==> src/rtl/npc_pkg.sv <==
package npc_pkg;

    localparam int XLEN      = 32;
    localparam int OFF_W     = 16;
    localparam int JT_W      = 26;
    localparam int REGIDX_W  = 5;
    localparam int INSN_BYTES = 4;
    localparam int ALIGN_W   = $clog2(INSN_BYTES);
    localparam int REGION_W  = XLEN - JT_W - ALIGN_W;
    localparam logic [REGIDX_W-1:0] LINK_IDX = REGIDX_W'(31);
    localparam logic [XLEN-1:0] RESET_PC = '0;

    typedef enum logic [2:0] {
        FLOW_SEQ = 3'd0,
        FLOW_BEQ = 3'd1,
        FLOW_BNE = 3'd2,
        FLOW_JMP = 3'd3,
        FLOW_JAL = 3'd4,
        FLOW_JR  = 3'd5
    } flow_e;

    typedef struct packed {
        logic [XLEN-1:0] seq;
        logic [XLEN-1:0] branch;
        logic [XLEN-1:0] jump;
    } npc_targets_t;

    function automatic logic [XLEN-1:0] scaled_offset(input logic [OFF_W-1:0] off);
        logic [XLEN-1:0] ext;
        ext = {{(XLEN-OFF_W){off[OFF_W-1]}}, off};
        return ext << ALIGN_W;
    endfunction

    function automatic logic [XLEN-1:0] region_target(input logic [XLEN-1:0] base,
                                                      input logic [JT_W-1:0] field);
        return {base[XLEN-1 -: REGION_W], field, {ALIGN_W{1'b0}}};
    endfunction

endpackage

==> src/rtl/npc_target_gen.sv <==
module npc_target_gen
    import npc_pkg::*;
(
    input  logic [XLEN-1:0]  pc_i,
    input  logic [OFF_W-1:0] imm_i,
    input  logic [JT_W-1:0]  jtgt_i,
    output npc_targets_t     tgt_o
);
    logic [XLEN-1:0] pc_plus;

    always_comb begin
        pc_plus       = pc_i + XLEN'(INSN_BYTES);
        tgt_o.seq     = pc_plus;
        tgt_o.branch  = pc_plus + scaled_offset(imm_i);
        tgt_o.jump    = region_target(pc_plus, jtgt_i);
    end
endmodule

==> src/rtl/npc_cond.sv <==
module npc_cond
    import npc_pkg::*;
(
    input  flow_e           flow_i,
    input  logic [XLEN-1:0] opa_i,
    input  logic [XLEN-1:0] opb_i,
    output logic            taken_o
);
    logic same;

    always_comb begin
        same = (opa_i == opb_i);
        case (flow_i)
            FLOW_BEQ: taken_o = same;
            FLOW_BNE: taken_o = !same;
            default:  taken_o = 1'b0;
        endcase
    end
endmodule

==> src/rtl/npc_select.sv <==
module npc_select
    import npc_pkg::*;
(
    input  flow_e           flow_i,
    input  logic            taken_i,
    input  npc_targets_t    tgt_i,
    input  logic [XLEN-1:0] reg_tgt_i,
    output logic [XLEN-1:0] next_pc_o,
    output logic            link_we_o
);
    always_comb begin
        next_pc_o = tgt_i.seq;
        link_we_o = 1'b0;
        case (flow_i)
            FLOW_BEQ, FLOW_BNE: next_pc_o = taken_i ? tgt_i.branch : tgt_i.seq;
            FLOW_JMP:           next_pc_o = tgt_i.jump;
            FLOW_JAL: begin
                next_pc_o = tgt_i.jump;
                link_we_o = 1'b1;
            end
            FLOW_JR:            next_pc_o = reg_tgt_i;
            default:            next_pc_o = tgt_i.seq;
        endcase
    end
endmodule

==> src/rtl/npc_unit.sv <==
module npc_unit
    import npc_pkg::*;
(
    input  logic                clk,
    input  logic                rst,
    input  logic                en_i,
    input  logic [2:0]          flow_i,
    input  logic [XLEN-1:0]     opa_i,
    input  logic [XLEN-1:0]     opb_i,
    input  logic [OFF_W-1:0]    imm_i,
    input  logic [JT_W-1:0]     jtgt_i,
    output logic [XLEN-1:0]     pc_o,
    output logic [XLEN-1:0]     next_pc_o,
    output logic                link_we_o,
    output logic [REGIDX_W-1:0] link_idx_o,
    output logic [XLEN-1:0]     link_val_o
);
    logic [XLEN-1:0] pc_q;
    flow_e           flow;
    npc_targets_t    tgt;
    logic            taken;
    logic [XLEN-1:0] nxt;

    assign flow = flow_e'(flow_i);

    npc_target_gen u_tgt (
        .pc_i   (pc_q),
        .imm_i  (imm_i),
        .jtgt_i (jtgt_i),
        .tgt_o  (tgt)
    );

    npc_cond u_cond (
        .flow_i  (flow),
        .opa_i   (opa_i),
        .opb_i   (opb_i),
        .taken_o (taken)
    );

    npc_select u_sel (
        .flow_i    (flow),
        .taken_i   (taken),
        .tgt_i     (tgt),
        .reg_tgt_i (opa_i),
        .next_pc_o (nxt),
        .link_we_o (link_we_o)
    );

    always_ff @(posedge clk) begin
        if (rst)       pc_q <= RESET_PC;
        else if (en_i) pc_q <= nxt;
    end

    assign pc_o       = pc_q;
    assign next_pc_o  = nxt;
    assign link_idx_o = LINK_IDX;
    assign link_val_o = tgt.seq;
endmodule

==> config.mk <==
export PLATFORM = sky130hd
export DESIGN_NAME = npc_unit
export DESIGN_NICKNAME = d
export VERILOG_FILES = /design/src/rtl/npc_pkg.sv /design/src/rtl/npc_target_gen.sv /design/src/rtl/npc_cond.sv /design/src/rtl/npc_select.sv /design/src/rtl/npc_unit.sv
export SDC_FILE = /design/constraint.sdc
export NUM_CORES = 1
export LEC_CHECK = 0
export ABC_AREA = 1
export CORE_ASPECT_RATIO = 1.4
export CORE_UTILIZATION = 30
export DETAILED_ROUTE_END_ITERATION = 16
export PLACE_DENSITY = 0.63
export SLEW_MARGIN = 30
export SYNTH_ARGS = -nofsm -noshare
export SYNTH_HDL_FRONTEND = slang
export SYNTH_SLANG_ARGS = --single-unit
==> constraint.sdc <==
create_clock -name clk -period 5.85 [get_ports clk]
set_clock_uncertainty 0.05 [all_clocks]
set_input_delay 1.755 -clock clk [delete_from_list [all_inputs] [get_ports clk]]
set_output_delay 1.755 -clock clk [all_outputs]
set_load 0.01 [all_outputs]
# Yosys cells after proc, flatten, opt, wreduce, memory -nomap -nowiden
# Index checks and enable logic that the tools add are counted.
# Widths: inputs -> output; s select.
dict set report totals {
  ff_bits 32
  inputBits 112
  output_inout_bits 102
  elab_cells 16
}
dict set report classes {
  add_sub_neg 2
  eq_ne 6
  n_mux 4
  reduce_logical 3
}
# operator count
set ops {}
lappend ops {{$pmux 32 s3} 1}
lappend ops {{$add 32x3->32 const B} 1}
lappend ops {{$add 32x32->32} 1}
lappend ops {{$eq 32x32->1} 1}
lappend ops {{$mux 32} 1}
lappend ops {{$eq 3x2->1 const B} 2}
lappend ops {{$eq 3x3->1 const B} 2}
lappend ops {{$reduce_or 2->1} 2}
lappend ops {{$eq 3x1->1 const B} 1}
lappend ops {{$pmux 1 s2} 1}
lappend ops {{$logic_not 1->1} 1}
lappend ops {{$mux 1} 1}

# Longest topological paths before layout
dict set report depth {
  ltp_word 5
  ltp_mapped 27
  depth_no_buf 27
}

# Modules after synthesis
# Synthesis repeated with hierarchy kept, for this count alone.
dict set report hier_totals {
  cells_unflattened 1157
  area_unflattened_um2 6232.2
}
# mod n_inst cells_each area_per_inst_um2 seq_area_each_um2
set by_module_without_submodules {}
lappend by_module_without_submodules {npc_target_gen 1 561 3024.2 0.0}
lappend by_module_without_submodules {npc_unit 1 209 1380.1 640.6}
lappend by_module_without_submodules {npc_select 1 293 1337.5 0.0}
lappend by_module_without_submodules {npc_cond 1 94 490.5 0.0}

# Least setup slack after synthesis
# No wires, ideal clock.
dict set report synth_timing {
  kind {in2out}
  startpoint {in imm_i[0]}
  endpoint {out next_pc_o[16]}
  arrival_time_ns 3.356
  required_time_ns 4.045
  slack_ns 0.689
  stages 13
  n_path_buf 0
  cell_sequence {ha_1 inv_1 fa_1 inv_1 nand2_1 o21ai_1 nand2_1 nand2_1 nand3_1 a21o_1 nand3_1 nand3_1 nand3_1}
}
dict set report synth_between {
  elab_chain_len 3
}
# item line_no
set synth_rtl {}
lappend synth_rtl {{start: declaration} npc_unit.sv:10} ;# input logic [OFF_W-1:0] imm_i,
lappend synth_rtl {{$add 32x32->32} npc_target_gen.sv:14} ;# tgt_o.branch = pc_plus + scaled_offset(imm_i);
lappend synth_rtl {{$mux 32} npc_select.sv:15} ;# FLOW_BEQ, FLOW_BNE: next_pc_o = taken_i ? tgt_i.branch : tgt_i.seq;
lappend synth_rtl {{$pmux 32 s3} npc_select.sv:14} ;# case (flow_i)
lappend synth_rtl {{end: declaration} npc_unit.sv:13} ;# output logic [XLEN-1:0] next_pc_o,
# Every way passes these cells.

# Final worst setup path
dict set report layout_timing {
  startpoint {in imm_i[2]}
  endpoint {out next_pc_o[13]}
}
# The elaborated chain is that of the path after synthesis.

==> impl_metrics.yaml <==
grt:
  use_met1_pct: 25.7
  grtUsageTotal_pct: 26.0
  grt_busiest_layer: "met2"
  use_met3_pct: 4.69
  gr-total-overflow: 0
  grt_max_degree: 37
  groute.layer.met2.usage_pct: 49.1
  antenna_found_initial: 0
  first_global_vias: 7834
  grt_pass1_wl_um: 40100
place:
  port_buffers: 208
  dp.final_hpwl_um: 21900
  dpl_cell_area_um2: 9170
  dp.cells: 1620
  gp_congestion: 0.936
floorplan:
  core_area_um2: 18800
  die_height_um: 167
  start_util_pct: 30.9
  die_w_um: 120
  dieArea_um2: 20000
  num_io_pins: 214
  rows: 59
power_and_ir_drop:
  p_sw_mw: 0.603
  leakagePower_nw: 5.02
  p_int_mw: 0.870
  totalPowerFinal_mw: 1.47
  power_frac_seq_pct: 17.8
  p_clk_share_pct: 18.6
  swShare_pct: 40.9
  p_comb_share_pct: 63.5
  ir_worst_vdd_mv: 0.115
  powerDensity_nw_per_um2: 150
clock_network:
  cts-root-buf: "clkbuf_16"
  htreeDepth: 2
  clkTransAtPathRegs_ns: 0.06
  tritoncts: "yes"
  holdBufCountCts: 0
  clock_path_buffers: 2
  numCtsBuffers: 5
  cts_sinks: 32
  worstSkewPairLatency_ns: 0.27
critical_path:
  r2r_setup_slack_ns: 2.18
  cp_top_family: "buffers and inverters"
  slowest_delay_ns: 0.41
  cp_data_arrival_time_ns: 4.04
  cp_max_fo: 3
  required_ns: 4.05
  end_kind: "output pin"
  cp_common_cell: "nand3_1"
  crit_path_start_kind: "input port"
  path_buf_inv: 3
  crit_slowest_cell: "clkdlybuf4s50_1"
  crit_chain: "clkdlybuf4s50_1 > ha_1 > or2_1 > and2_4 > nand3_1 > nand3b_1 > buf_4 > xnor2_2 > nand2_1 > nand3_1 > nand3_1 > dlygate4sd2_1"
  crit_type: "input port to output pin"
run_status:
  status: "completed"
yosys:
  syn_area_per_cell_um2: 5.51
  synth_xor_area_share_pct: 8.10
  netlist_instances: 1058
  synth_simple_gate_area_share_pct: 46.7
  synth_top_family_by_area: "simple AND/OR/NAND/NOR gates"
  synth_fa_ha_area_share_pct: 7.65
  synth_most_common_cell: "nand2_1"
  synth.area.mux_share_pct: 0
  ys.flop_type: "dfxtp_1"
  synth-edff-count: 0
  synth-async-reset-ratio_pct: 0
  ys_seq_area_share_pct: 11.0
  synth_warnings: 0
  synth_top_area_cell: "nand2_1"
  yosys.area.top_type_share_pct: 21.1
  ys_types: 43
  synth.ff_latch_count: 32
  synth_commonest_cells: "nand2_1 (327), inv_1 (167), nand3_1 (119)"
  ys_top_cells_by_area: "nand2_1 (21%), dfxtp_1 (11%), inv_1 (11%)"
  syn_area_um2: 5830
  synth_compound_area_share_pct: 12.1
final_layout:
  fin_util_pct: 52.2
  multi_input_area_um2: 4810
  nFillCells: 1987
  fin_area_um2: 9820
  area_growth_pct: 68.5
  final_cells: 1637
  layout-drive-gt1-share_pct: 21.5
  ff_latch_area_um2: 641
  nNetsFinal: 1540
  antenna_cells: 0
  largest_reg_flops: 32
routing:
  post-route-drc-count: 0
  totalWireLength_um: 26800
  drt-vias-per-instance: 4.93
  via_count: 8070
  routedWlPerCell_um: 16.4
  drt_iter0_drc: 353
  ant_nets: 0
  dr.pass1.iters: 5
sta:
  worstMarginPinSlew_ns: 0.778
  setup_violations: 0
  relSlewSlack_pct: 48.0
  maxSlewViolCount: 0
  hold_viol: 0
  fin_crit_sh_pct: 100
  finalCriticalPeriod_ns: 5.85
  rsz0062_at_grt: "true"
  fmax_ghz: 0.171
worst_hold_path:
  holdCritPathClass: "flip-flop to flip-flop"
flow_run:
  max_cap_viol_count: 0
logic make-up after synthesis:
kind of cell | count (synthesis)
AOI/OAI and AO/OA | 121
xor gates and xnor gates | 53
adders and majority gates | 35
buffers and inverters | 210
DFF | 32
other | 1
and+or+nand+nor | 606
through the flow:
stage | setup slack (ns) | hold slack (ns) | TNS (ns)
after global routing | -0.0893 | 0.574 | -0.256
final | 0.00243 | 0.539 | 0
after global placement | -0.521 | 0.515 | -9.82
after floorplan | 0.689 | 0.535 | 0
after CTS | -0.0965 | 0.534 | -0.264
after detailed placement | -0.561 | 0.525 | -10.18
what timing repair did:
action / in CTS / in global routing
gates resized for setup: 104 / 76
setup endpoints to repair: 30 / 28
cloned: 1 / 1
pin swaps: 13 / 22
setup buffers: 5 / 3
worst paths after layout:
path                    startpoint               endpoint  cells after the start
min          pc_o[31]$_SDFFE_PP0P_  pc_o[31]$_SDFFE_PP0P_                      4
max                       imm_i[2]          next_pc_o[13]                     12
max reg2reg   pc_o[3]$_SDFFE_PP0P_  pc_o[15]$_SDFFE_PP0P_                     20
min reg2reg  pc_o[31]$_SDFFE_PP0P_  pc_o[31]$_SDFFE_PP0P_                      4
tightest hold or removal path, cell delays in order (launching register included):
cell	delay [ns]
dfxtp_1	0.32
inv_1	0.07
a21oi_1	0.07
nand2_1	0.06
inv_1	0.03
routing by layer:
metal	part of all wire, %	routed length (um)	vias to the layer above
li1	-	-	4050
met1	36	9740	3612
met4	6.4	1720	0
met3	6.4	1720	80
met2	51	13700	328
met5	0	0	-
area by class of cell:
cell class	count	area share, %
timing repair buffer	357	33.1
multi-input combinational	821	48.9
sequential	32	6.52
clock buffer	7	1.55
tap	244	3.11
inverter	176	6.77
cells in the final DEF, fill, tap and decap left out, types with 9 or more instances in the layout:
master	count
nor2_1	69
buf_4	140
a21oi_2	16
nor2_4	9
inv_1	165
o21ai_1	19
o21ai_0	12
dlygate4sd2_1	14
nand2_2	20
nand2_1	310
xnor2_1	27
clkdlybuf4s50_1	172
dfxtp_1	32
nor3_1	14
xor2_1	22
ha_4	11
ha_1	21
nand3_1	106
a22oi_1	24
nand3_2	16
a21oi_1	36
nor2_2	13
inv_2	9
nand4_1	23
power groups by stage:
| stage | Combinational [mW] | Sequential (mW) | Clock, mW |
|---|---|---|---|
| floorplan | 0.390 | 0.268 | 0 |
| global placement | 0.866 | 0.267 | 0 |
| detailed placement | 0.869 | 0.268 | 0 |
| CTS | 0.890 | 0.263 | 0.277 |
| global route | 1.01 | 0.265 | 0.289 |
| finish | 0.936 | 0.263 | 0.274 |
Power figures use the tool's default switching activity.
